===== src/rtl/seg_pkg.sv =====
package seg_pkg;

    typedef enum logic [1:0] {
        ST_IDLE   = 2'd0,
        ST_INFO   = 2'd1,
        ST_FILL   = 2'd2,
        ST_PARITY = 2'd3
    } seg_state_e;

    // information units per base block (out of 24) for each rate code
    function automatic logic [4:0] info_units(input logic [1:0] rate_code);
        unique case (rate_code)
            2'd0:    return 5'd12;
            2'd1:    return 5'd16;
            2'd2:    return 5'd18;
            default: return 5'd20;
        endcase
    endfunction

    // codeword length multiple for each length code
    function automatic logic [1:0] len_mult(input logic [1:0] len_code);
        unique case (len_code)
            2'd0:    return 2'd1;
            2'd1:    return 2'd2;
            default: return 2'd3;
        endcase
    endfunction

endpackage


===== src/rtl/seg_cfg.sv =====
module seg_cfg
    import seg_pkg::*;
#(
    parameter int UNIT = 27,
    localparam int CW  = $clog2(72 * UNIT + 1)
) (
    input  logic [1:0]    n_sel,
    input  logic [1:0]    rate_sel,
    output logic [CW-1:0] k_bits,
    output logic [CW-1:0] p_bits
);
    logic [CW-1:0] n_bits;

    always_comb begin
        n_bits = CW'(UNIT * 24 * int'(len_mult(n_sel)));
        k_bits = CW'(UNIT * int'(len_mult(n_sel)) * int'(info_units(rate_sel)));
        p_bits = n_bits - k_bits;
    end
endmodule


===== src/rtl/seg_div.sv =====
module seg_div #(
    parameter int LEN_W = 16,
    parameter int CW    = 11
) (
    input  logic             clk,
    input  logic             rst_n,
    input  logic             load,
    input  logic [LEN_W-1:0] len,
    input  logic [CW-1:0]    k_bits,
    output logic             rpt_valid,
    output logic [LEN_W-1:0] rpt_frames,
    output logic [CW-1:0]    rpt_last
);
    logic [LEN_W-1:0] rem;
    logic [LEN_W-1:0] quot;
    logic [CW-1:0]    kk;
    logic             busy;

    always_ff @(posedge clk) begin
        if (!rst_n) begin
            rem        <= '0;
            quot       <= '0;
            kk         <= '0;
            busy       <= 1'b0;
            rpt_valid  <= 1'b0;
            rpt_frames <= '0;
            rpt_last   <= '0;
        end else if (load) begin
            rem        <= len;
            quot       <= '0;
            kk         <= k_bits;
            busy       <= (len != '0);
            rpt_valid  <= (len == '0);
            rpt_frames <= '0;
            rpt_last   <= '0;
        end else if (busy) begin
            if (rem > LEN_W'(kk)) begin
                rem  <= rem - LEN_W'(kk);
                quot <= quot + 1'b1;
            end else begin
                busy       <= 1'b0;
                rpt_valid  <= 1'b1;
                rpt_frames <= quot + 1'b1;
                rpt_last   <= rem[CW-1:0];
            end
        end
    end

    AST_LAST_IN_RANGE: assert property (@(posedge clk) disable iff (!rst_n)
        (rpt_valid && rpt_frames != '0) |-> (rpt_last != '0 && rpt_last <= kk));

    AST_REPORT_HOLDS: assert property (@(posedge clk) disable iff (!rst_n)
        (rpt_valid && !load) |=> rpt_valid);
endmodule


===== src/rtl/ldpc_frame_segmenter.sv =====
module ldpc_frame_segmenter
    import seg_pkg::*;
#(
    parameter int UNIT  = 27,
    parameter int LEN_W = 16,
    localparam int CW   = $clog2(72 * UNIT + 1)
) (
    input  logic             clk,
    input  logic             rst_n,
    input  logic             start,
    input  logic [LEN_W-1:0] pay_len,
    input  logic [1:0]       n_sel,
    input  logic [1:0]       rate_sel,
    input  logic             in_data,
    input  logic             in_valid,
    output logic             in_ready,
    output logic             enc_data,
    output logic             enc_valid,
    input  logic             enc_ready,
    output logic             enc_last,
    output logic             enc_final,
    input  logic             par_data,
    input  logic             par_valid,
    output logic             par_ready,
    output logic             tx_data,
    output logic             tx_valid,
    input  logic             tx_ready,
    output logic             tx_eof,
    output logic             tx_final,
    output logic             rpt_valid,
    output logic [LEN_W-1:0] rpt_frames,
    output logic [CW-1:0]    rpt_last
);
    seg_state_e       state;
    logic [CW-1:0]    k_c, p_c;
    logic [CW-1:0]    k_r, p_r;
    logic [LEN_W-1:0] left;
    logic [CW-1:0]    fr_info;
    logic [CW-1:0]    cnt;
    logic             last_fr;
    logic             accept;
    logic             in_fire, par_fire;

    seg_cfg #(.UNIT(UNIT)) u_cfg (
        .n_sel   (n_sel),
        .rate_sel(rate_sel),
        .k_bits  (k_c),
        .p_bits  (p_c)
    );

    seg_div #(.LEN_W(LEN_W), .CW(CW)) u_div (
        .clk       (clk),
        .rst_n     (rst_n),
        .load      (accept),
        .len       (pay_len),
        .k_bits    (k_c),
        .rpt_valid (rpt_valid),
        .rpt_frames(rpt_frames),
        .rpt_last  (rpt_last)
    );

    assign accept   = start && (state == ST_IDLE);
    assign in_fire  = in_valid && in_ready;
    assign par_fire = par_valid && par_ready;

    // state register and frame bookkeeping
    always_ff @(posedge clk) begin
        if (!rst_n) begin
            state   <= ST_IDLE;
            k_r     <= '0;
            p_r     <= '0;
            left    <= '0;
            fr_info <= '0;
            cnt     <= '0;
            last_fr <= 1'b0;
        end else begin
            unique case (state)
                ST_IDLE: begin
                    if (start) begin
                        k_r     <= k_c;
                        p_r     <= p_c;
                        left    <= pay_len;
                        cnt     <= '0;
                        fr_info <= (pay_len > LEN_W'(k_c)) ? k_c : pay_len[CW-1:0];
                        last_fr <= (pay_len <= LEN_W'(k_c));
                        if (pay_len != '0) state <= ST_INFO;
                    end
                end
                ST_INFO: begin
                    if (in_fire) begin
                        left <= left - 1'b1;
                        if (cnt == fr_info - CW'(1)) begin
                            if (fr_info < k_r) begin
                                cnt   <= cnt + 1'b1;
                                state <= ST_FILL;
                            end else begin
                                cnt   <= '0;
                                state <= ST_PARITY;
                            end
                        end else begin
                            cnt <= cnt + 1'b1;
                        end
                    end
                end
                ST_FILL: begin
                    if (enc_ready) begin
                        if (cnt == k_r - CW'(1)) begin
                            cnt   <= '0;
                            state <= ST_PARITY;
                        end else begin
                            cnt <= cnt + 1'b1;
                        end
                    end
                end
                ST_PARITY: begin
                    if (par_fire) begin
                        if (cnt == p_r - CW'(1)) begin
                            cnt <= '0;
                            if (last_fr) begin
                                state <= ST_IDLE;
                            end else begin
                                state   <= ST_INFO;
                                fr_info <= (left > LEN_W'(k_r)) ? k_r : left[CW-1:0];
                                last_fr <= (left <= LEN_W'(k_r));
                            end
                        end else begin
                            cnt <= cnt + 1'b1;
                        end
                    end
                end
            endcase
        end
    end

    // stream outputs
    always_comb begin
        in_ready  = 1'b0;
        enc_data  = 1'b0;
        enc_valid = 1'b0;
        enc_last  = 1'b0;
        enc_final = 1'b0;
        par_ready = 1'b0;
        tx_data   = 1'b0;
        tx_valid  = 1'b0;
        tx_eof    = 1'b0;
        tx_final  = 1'b0;
        unique case (state)
            ST_IDLE: ;
            ST_INFO: begin
                in_ready  = enc_ready && tx_ready;
                enc_valid = in_valid && tx_ready;
                enc_data  = in_data;
                enc_last  = (cnt == k_r - CW'(1));
                enc_final = last_fr;
                tx_valid  = in_valid && enc_ready;
                tx_data   = in_data;
                tx_final  = last_fr;
            end
            ST_FILL: begin
                enc_valid = 1'b1;
                enc_last  = (cnt == k_r - CW'(1));
                enc_final = last_fr;
            end
            ST_PARITY: begin
                par_ready = tx_ready;
                tx_valid  = par_valid;
                tx_data   = par_data;
                tx_eof    = (cnt == p_r - CW'(1));
                tx_final  = last_fr;
            end
        endcase
    end

    AST_IN_READY_NEEDS_BOTH: assert property (@(posedge clk) disable iff (!rst_n)
        in_ready |-> (enc_ready && tx_ready));

    AST_READY_EXCLUSIVE: assert property (@(posedge clk) disable iff (!rst_n)
        !(in_ready && par_ready));

    AST_CNT_BOUND: assert property (@(posedge clk) disable iff (!rst_n)
        (state == ST_INFO || state == ST_FILL) |-> (cnt < k_r));

    AST_FILL_OFF_AIR: assert property (@(posedge clk) disable iff (!rst_n)
        (enc_valid && !enc_data && !in_valid) |-> !tx_valid);

    AST_EOF_NEXT_FRAME: assert property (@(posedge clk) disable iff (!rst_n)
        (tx_valid && tx_ready && tx_eof && !tx_final) |=> (state == ST_INFO));

    AST_FINAL_TO_IDLE: assert property (@(posedge clk) disable iff (!rst_n)
        (tx_valid && tx_ready && tx_eof && tx_final) |=> (state == ST_IDLE));

    AST_START_IGNORED: assert property (@(posedge clk) disable iff (!rst_n)
        (start && state != ST_IDLE) |=> ($stable(k_r) && $stable(p_r)));
endmodule


===== config.mk =====
export PLATFORM = sky130hd
export DESIGN_NAME = ldpc_frame_segmenter
export DESIGN_NICKNAME = d
export VERILOG_FILES = /design/src/rtl/seg_pkg.sv /design/src/rtl/seg_cfg.sv /design/src/rtl/seg_div.sv /design/src/rtl/ldpc_frame_segmenter.sv
export SDC_FILE = /design/constraint.sdc
export NUM_CORES = 1
export LEC_CHECK = 0
export ABC_AREA = 0
export BUFFER_PORTS_ARGS = -buffer_cell sky130_fd_sc_hd__buf_2
export CAP_MARGIN = 20
export CORE_UTILIZATION = 40
export DETAILED_ROUTE_END_ITERATION = 16
export MAX_ROUTING_LAYER = met4
export REMOVE_ABC_BUFFERS = 1
export SYNTH_ARGS = -nofsm -noshare
export SYNTH_HDL_FRONTEND = slang
export SYNTH_SLANG_ARGS = --single-unit

===== constraint.sdc =====
create_clock -name clk -period 11.9 [get_ports clk]
set_input_delay 0.595 -clock clk [delete_from_list [all_inputs] [get_ports clk]]
set_output_delay 0.595 -clock clk [all_outputs]
set_load 0.01 [all_outputs]

Word-level counts from Yosys, hierarchy flattened. Cells that the tools add are included.

Register bits: 135. Bits of input ports: 29. Output and inout port bits: 38. Logic and storage cells: 136.

$add $sub $neg: 8. Multipliers: 3. Magnitude comparators: 6. Equality and inequality tests: 19. Mux-type cells: 56. Bitwise gates (word level): 2. Reduce and logical (&&, ||, !) cells: 28.

Operators with widths (number): two-way mux 11 bit (14); two-way mux 16 bit (5); > comparator 16 x 11 -> 1 bit (3); case mux 11 bit (4 select lines) (1); equality test 11 bit (3); subtractor 11 x 1 -> 11 bit (second input constant) (3); <= comparator 16 x 11 -> 1 bit (2); multiplier 32 x 6 -> 11 bit (1); case mux 16 bit (2 select lines) (1); case mux 11 bit (2 select lines) (1); two-way mux 1 bit (19); != test 2 bit (second input constant) (9); adder 16 x 1 -> 16 bit (second input constant) (1); zero test 16 bit (1); two-way mux 2 bit (8); nonzero test 16 bit (1); subtractor 16 x 1 -> 16 bit (second input constant) (1); subtractor 16 x 11 -> 16 bit (1); case mux 5 bit (3 select lines) (1); adder 11 x 1 -> 11 bit (second input constant) (1); less-than comparator 11 bit (1); subtractor 11 bit (1); AND reduction 2 bit (5); multiplier 7 x 2 -> 8 bit (first input constant) (1); other kinds (16) (37).

Depth between registers and ports, before layout. Gate-level depths: netlist of run 1.

Depth after elaboration: 8. Mapped depth: 29. Mapped depth without buffers: 27.

Hierarchy. A second synthesis of run 1 with hierarchy kept.

Cells, all modules: 1295. Area, all modules: 10591.4 sq um.

Modules (own cells, without submodules): ldpc_frame_segmenter (times used 1, cells an instance 701, area an instance 5575.3 sq um, seq. area each 1261.2 sq um); seg_div (times used 1, cells an instance 440, area an instance 3747.3 sq um, seq. area each 1441.4 sq um); seg_cfg (times used 1, cells an instance 154, area an instance 1268.7 sq um, seq. area each 0.0 sq um).

Least setup slack after synthesis of run 1. OpenSTA, ideal clock, no wires.

Kind: input port to flip-flop. From: input n_sel[1]. To: register fr_info[6]. Library setup time: 0.070 ns. Arrival time: 5.959 ns. Data required time: 11.830 ns. Path slack: 5.871 ns. Stages: 26. Buffers on the path: 2. Cells stage by stage: nor2_1 clkinv_1 ha_1 nor2b_1 ha_1 inv_1 fa_1 fa_1 fa_1 nor2b_1 nor3_1 o21bai_1 a21o_1 xor2_1 inv_1 ha_1 nand3_1 nor3_1 nor2_1 o31a_1 clkbuf_1 nor2_1 clkbuf_1 nor2_1 a2111o_1 a21oi_1.

Word-level cells in the longest chain between the ends: 8. Elaborated cells on any way between the ends: 9. Classes of those cells: mul: 2; order compare: 1; eq/ne: 1; mux: 4; reduce/logical: 1.

Ends and longest elaborated chain: from (decl) (RTL line ldpc_frame_segmenter.sv:12) `input logic [1:0] n_sel,`; equality test 2 x 1 -> 1 bit / zero test 2 bit (equally long branches) (RTL line seg_pkg.sv:22) `unique case (len_code)`; case mux 2 bit (2 select lines) * (RTL line seg_pkg.sv:22); multiplier 5 x 2 -> 7 bit * (RTL line seg_cfg.sv:16) `k_bits = CW'(UNIT * int'(len_mult(n_sel)) * int'(info_units(rate_sel)));`; multiplier 32 x 6 -> 11 bit * (RTL line seg_cfg.sv:16); > comparator 16 x 11 -> 1 bit (RTL line ldpc_frame_segmenter.sv:84) `fr_info <= (pay_len > LEN_W'(k_c)) ? k_c : pay_len[CW-1:0];`; two-way mux 11 bit * (RTL line ldpc_frame_segmenter.sv:84); two-way mux 11 bit * (RTL line ldpc_frame_segmenter.sv:79) `if (start) begin`; case mux 11 bit (2 select lines) * (RTL line ldpc_frame_segmenter.sv:77) `unique case (state)`; to (signal assigned) (RTL line ldpc_frame_segmenter.sv:84); to (signal assigned) (RTL line ldpc_frame_segmenter.sv:123) `fr_info <= (left > LEN_W'(k_r)) ? k_r : left[CW-1:0];`; to (decl) (RTL line ldpc_frame_segmenter.sv:38) `logic [CW-1:0] fr_info;`.

Mark *: on every way between the ends. The rest lies on a longest branch, timed or not. The select of a mux whose other input is x is not followed. A chain may end at the register's enable or synchronous reset.

Final worst setup path of run 1.
From: input n_sel[1]. To: register fr_info[3].

Same word-level chain as after synthesis.

==> results of run 1 <==
layer usage:
metal / part of all wire (%) / wire [µm]
met1: 48 / 11800
met2: 45 / 11100
met3: 4.4 / 1097
met4: 2.7 / 663
met5: 0 / 0
per-stage QoR:
stage,area [µm²],cells
CTS,10160,1468
global route,10180,1469
global placement,9570,1436
floorplan,8825,1083
detailed placement,9570,1436
finish,10180,1469
state kept, by name, summed over array words and instances (netlist names), 2 cells and up:
signal / count
k_r: 10
u_div.quot: 16
state: 2
p_r: 9
u_div.rpt_last: 11
left: 16
u_div.rem: 16
cnt: 11
u_div.rpt_frames: 16
fr_info: 11
final cells by class:
class / instances / share of cell area (%)
clock buffers: 18 / 4.216
repair buffers: 74 / 3.958
multi-input cells: 891 / 60.40
inverters: 71 / 2.618
clock inverters: 14 / 1.573
flip-flops and latches: 121 / 23.80
well taps: 280 / 3.441
path summary, 6_finish.rpt:
| check | endpoint | slack, ns | cells past startpoint |
|---|---|---|---|
| setup / recovery | fr_info[3]$_SDFFE_PN0P_ | 5.32 | 25 |
| hold / removal | u_div.rem[11]$_SDFFE_PN0P_ | 0.47 | 3 |
| setup reg to reg | fr_info[7]$_SDFFE_PN0P_ | 8.10 | 6 |
| hold reg to reg | u_div.rpt_last[9]$_SDFFE_PP0P_ | 0.49 | 2 |
power by group through the flow:
stage | Clock [mW] | Sequential [mW] | Combinational (mW)
finish | 0.527 | 0.630 | 1.24
global route | 0.550 | 0.644 | 1.39
CTS | 0.533 | 0.627 | 1.23
detailed placement | 0 | 0.637 | 1.22
global placement | 0 | 0.634 | 1.21
floorplan | 0 | 0.589 | 0.952
cells in the mapped netlist (all sizes together) (6+ instances only):
| cell | count | area (µm²) |
|---|---|---|
| a211oi | 25 | 187.7 |
| a21o | 13 | 97.59 |
| a21oi | 70 | 350.3 |
| a31oi | 19 | 118.9 |
| and2 | 20 | 125.1 |
| and3 | 13 | 81.33 |
| clkbuf | 57 | 215.2 |
| dfxtp | 121 | 2422 |
| fa | 10 | 200.2 |
| ha | 82 | 1026 |
| inv | 67 | 251.5 |
| mux2i | 23 | 230.2 |
| nand2 | 112 | 420.4 |
| nand2b | 8 | 50.05 |
| nand3 | 25 | 125.1 |
| nand4 | 16 | 100.1 |
| nor2 | 126 | 473.0 |
| nor2b | 14 | 87.58 |
| nor3 | 28 | 140.1 |
| nor4 | 10 | 62.56 |
| o21a | 8 | 60.06 |
| o21ai | 46 | 230.2 |
| o221a | 7 | 78.83 |
| or3 | 15 | 93.84 |
| or4 | 6 | 52.55 |
| xnor2 | 55 | 481.7 |
| xor2 | 42 | 367.9 |
worst max-delay path, stage by stage:
cell and delay (ns):
buf_2 0.14, nor2_1 0.24, clkinv_1 0.27, ha_1 0.37
nor2b_1 0.13, ha_1 0.27, inv_1 0.05, fa_1 0.50
fa_1 0.55, fa_1 0.47, nor2b_1 0.18, nor3_1 0.08
o21bai_1 0.14, a21o_1 0.14, xor2_1 0.33, inv_1 0.11
ha_1 0.31, nand3_1 0.11, nor3_1 0.28, nor2_1 0.07
o31a_1 0.21, nor2_1 0.71, nor3_1 0.10, a2111o_1 0.41
a21oi_1 0.14
logic make-up (layout without fill, tap and decap cells):
family                     count (synthesis)  count (layout)  share of synthesized area [%]
and+or+nand+nor                          411             411                          21.58
AOI/OAI and AO/OA                        262             262                          19.98
buffers and inverters                    130             177                          5.486
DFF                                      121             121                          26.75
xor gates and xnor gates                  97              97                          9.382
adders and majority gates                 93              93                          13.65
muxes                                     28              28                          3.164
==> run_results.csv, run 1 <==
group,metric,value,unit
route,dr.first_iter.drc_count,580,
synth,yosys_register_bits,121,
global_routing,first_global_vias,7573,
power,p_comb_share,51.8,%
layout,final.fill_count,2219,
die,core_area,0.02203,mm²
worst_setup_path,crit_start,"n_sel[1]",
sta,hold_slack,0.4696,ns
sta,max_freq,152.1,MHz
die,fp.dieW,152.5,µm
die,dieArea,0.02324,mm²
route,ant_nets,0,
global_routing,grt_overflow_total,0,
synth,async_reset_ff_share,0,%
global_routing,antenna_found_initial,0,
worst_setup_path,cp_max_fo,12,
synth,synth_cells,1142,
global_routing,grt_max_degree,48,
sta,slew_violations,0,
power,sw_frac_of_total,44.53,%
layout,layout_common_cells,"125 x nor2_1, 121 x dfxtp_1, 112 x nand2_1, 82 x ha_1, 70 x a21oi_1",
placement,io_buffers,66,
global_routing,grt_use_met3,2.730,%
worst_setup_path,start_kind,"input port",
clock_network,cts_buffer_depth,2,
layout,syn_to_final_growth,12.42,%
worst_setup_path,cp_data_required_time,12.25,ns
global_routing,track_usage,22.30,%
die,rows,54,
sta,fin_crit_sh,55.26,%
synth,yosysWarnings,0,
global_routing,grtUsageMet1,29.21,%
clock_network,tritoncts,"built",
run,maxCapViolations,0,
synth,yosysSeqAreaShare,26.75,%
power,p_seq_share,26.3,%
clock_network,ctsResizeCount,0,
sta,skew,0.01088,ns
sta,timing.setup.tns,0,ns
worst_setup_path,cp-end-kind,"register",
placement,place_congestion,0.9330,
route,drc,2,
layout,multi_input_area,0.006148,mm²
layout,mostFrequentLayoutCell,"nor2_1",
clock_network,cts-root-buf,"clkbuf_16",
clock_network,clock-sinks,121,
die,die_h,152.5,µm
layout,drive_above_1_share,11.35,%
layout,layout.nets,1297,
placement,dp_hpwl,18000,µm
power,p_clk_share,22.0,%
power,p_switching,1.068,mW
route,post_drt_via_cell_ratio,5.651,
placement,place_ws,4.969,ns
layout,post-route-util,46.22,%
layout,diodes,0,
clock_network,ctsHoldBuffers,0,
synth,synth_edf_count,0,
sta,max_slew_margin,31.94,%
sta,setup_viol,0,
worst_setup_path,crit_type,"in -> reg",
sta,finalWorstSetupSlack,5.324,ns
sta,rsz0062_at_grt,"no",
sta,hold_viol,0,
worst_setup_path,timing.rr.start,"state[0]$_SDFFE_PN0P_",
synth,synth-main-ff-cell,"dfxtp_1",
die,ioPinCount,67,
run_status,violations,"DRC",
layout,ff_latch_area,0.002422,mm²
power,ir_worst_vdd,0.1043,mV
clock_network,insertion_delay,0.42,ns
run_status,status,"complete, but fails checks",
synth,synth.distinct_cells,72,
worst_setup_path,critPathArrivalTime,6.92,ns
global_routing,grt_pass1_wl,40200,µm
synth,syn-cell-area,0.009055,mm²
route,routed_wl,24660,µm
power,intPower,1.330,mW
clock_network,post_cts_buffers,0,
power,power_leakage,4.131,nW
global_routing,grt_busiest_layer,"met2",
worst_hold_path,hp-class,"in -> reg",
route,dr_total_vias,8301,
clock_network,cts.clk_slew.worst_paths,0.06,ns
power,p_total,2.399,mW
die,start_util,41.11,%
clock_network,cts_buffers,17,
synth,synth.avg_cell_area,7.929,µm²
sta,layout_min_cycle_time,6.576,ns
global_routing,gr-usage-met2,34.63,%
worst_hold_path,min_from,"pay_len[11]",
route,dr.pass1.iters,13,
clock_network,cts-htree-levels,4,
sta,worst_slew_pin_slew,1.021,ns
power,powerDensity,235.6,mW/mm²
route,wl_per_cell,16.79,µm
Note: power is estimated with default switching activity, not from simulation.
==> run 2, diff against run 1 <==
- clock period: 11.9 -> 6.4 ns (I/O delays scaled with it)
==> run_results.csv, run 2 (same netlist as run 1, synthesis figures left out) <==
group,metric,value,unit
sta,fin_crit_sh,87.98,%
worst_setup_path,cp_data_required_time,6.75,ns
sta,layout_min_cycle_time,5.631,ns
clock_network,post_cts_buffers,0,
layout,layout_common_cells,"125 x nor2_1, 121 x dfxtp_1, 112 x nand2_1, 82 x ha_1, 70 x a21oi_1",
clock_network,ctsResizeCount,0,
power,p_switching,1.987,mW
worst_setup_path,reg2regPathDepth,6,
sta,timing.setup.tns,0,ns
power,powerDensity,437.4,mW/mm²
die,rows,54,
worst_setup_path,critPathArrivalTime,5.98,ns
layout,final.fill_count,2225,
worst_setup_path,crit_slowest_cell,"fa_1",
die,fp.dieW,152.5,µm
placement,place_congestion,0.8826,
sta,finalWorstSetupSlack,0.7691,ns
route,drc,0,
die,ioPinCount,67,
die,die_h,152.5,µm
worst_hold_path,hp-class,"in -> reg",
worst_setup_path,cp_max_fo,12,
sta,setup_viol,0,
die,core_area,0.02203,mm²
worst_hold_path,hold_path_end,"u_div.rem[11]$_SDFFE_PN0P_",
clock_network,cts-htree-levels,4,
route,routed_wl,24910,µm
sta,hold_viol,0,
sta,max_slew_margin,37.04,%
power,sw_frac_of_total,44.20,%
power,power_leakage,4.190,nW
worst_setup_path,start_kind,"input port",
worst_setup_path,cp-end-kind,"register",
power,p_total,4.496,mW
power,ir_worst_vdd,0.1857,mV
clock_network,ctsHoldBuffers,0,
worst_setup_path,path_buf_inv,6,
worst_hold_path,min_from,"pay_len[11]",
layout,layout.nets,1306,
worst_setup_path,critPathMaxStageDelay,0.54,ns
route,dr_total_vias,8187,
global_routing,first_global_vias,7664,
route,dr.first_iter.drc_count,548,
layout,diodes,0,
clock_network,insertion_delay,0.43,ns
global_routing,grt_overflow_total,0,
placement,place_ws,0.3562,ns
clock_network,cts.clk_slew.worst_paths,0.06,ns
placement,dp_hpwl,18300,µm
layout,drive_above_1_share,12.10,%
layout,ff_latch_area,0.002422,mm²
worst_setup_path,timing.rr.start,"state[0]$_SDFFE_PN0P_",
global_routing,track_usage,22.45,%
power,p_comb_share,52.0,%
worst_setup_path,crit_type,"in -> reg",
run_status,status,"finished clean",
clock_network,cts_buffer_depth,2,
clock_network,cts_buffers,17,
die,dieArea,0.02324,mm²
run,maxCapViolations,0,
clock_network,tritoncts,"built",
worst_setup_path,crit_family,"adder cells",
global_routing,grt_max_degree,48,
route,post_drt_via_cell_ratio,5.539,
global_routing,antenna_found_initial,0,
worst_setup_path,r2r_setup_slack,2.70,ns
clock_network,cts-root-buf,"clkbuf_16",
worst_hold_path,min_path_cells,3,
layout,mostFrequentLayoutCell,"nor2_1",
placement,io_buffers,66,
route,ant_nets,0,
sta,skew,0.01039,ns
power,p_seq_share,26.0,%
route,wl_per_cell,16.85,µm
power,intPower,2.509,mW
die,start_util,41.11,%
global_routing,grt_pass1_wl,40390,µm
worst_setup_path,reg2reg_to,"fr_info[0]$_SDFFE_PN0P_",
sta,rsz0062_at_grt,"no",
sta,max_freq,177.6,MHz
layout,post-route-util,46.67,%
route,dr.pass1.iters,7,
layout,syn_to_final_growth,13.53,%
layout,multi_input_area,0.006148,mm²
sta,slew_violations,0,
sta,worst_slew_pin_slew,0.9444,ns
power,p_clk_share,22.0,%
clock_network,clock-sinks,121,
==> run 2: metal layers <==
layer / share of wire, % / GRT usage (%) / up-vias
li1: - / - / 4130
met1: 47 / 28.54 / 3792
met2: 46 / 36.41 / 219
met3: 5.1 / 3.214 / 46
met4: 2.5 / 7.744 / 0
met5: 0 / - / -
==> run 2: how the worst max path moves through the flow <==
stage,startpoint,endpoint,cells after the start
finish,n_sel[1],fr_info[2]$_SDFFE_PN0P_,27
global route,n_sel[1],fr_info[3]$_SDFFE_PN0P_,27
CTS,n_sel[1],fr_info[2]$_SDFFE_PN0P_,27
detailed placement,n_sel[1],fr_info[2]$_SDFFE_PN0P_,27
global placement,n_sel[1],fr_info[2]$_SDFFE_PN0P_,27
floorplan,n_sel[1],fr_info[6]$_SDFFE_PN0P_,24
==> run 2: layout make-up <==
class / count / area share [%]
tap: 280 / 3.408
clock inverter: 14 / 1.582
clock buffer: 18 / 4.272
sequential: 121 / 23.56
timing repair buffer: 83 / 4.771
multi-input combinational: 891 / 59.81
inverter: 71 / 2.592
==> run 2: power by group through the flow <==
stage | combinational [mW] | clock (mW) | sequential (mW)
after CTS | 2.31 | 1.01 | 1.16
after global routing | 2.61 | 1.04 | 1.20
after floorplan | 1.77 | 0 | 1.10
final | 2.34 | 0.990 | 1.17
after global placement | 2.27 | 0 | 1.18
after detailed placement | 2.29 | 0 | 1.18
==> run 2: per-stage QoR <==
stage                     cells  instance area (µm²)  hold WS [ns]
final                      1478                10280        0.1947
after detailed placement   1444                 9630        0.4762
after global routing       1478                10280        0.1898
after global placement     1444                 9630        0.4699
after floorplan            1083                 8825        0.4438
after CTS                  1476                10230        0.1748
==> run 2: worst register-to-register path: stages (launching register included) <==
cell and delay, ns:
dfxtp_1 0.39, ha_1 0.80, clkinv_1 0.76, o41ai_1 0.68, nand2_1 0.46, a311oi_1 0.41
a211oi_1 0.08
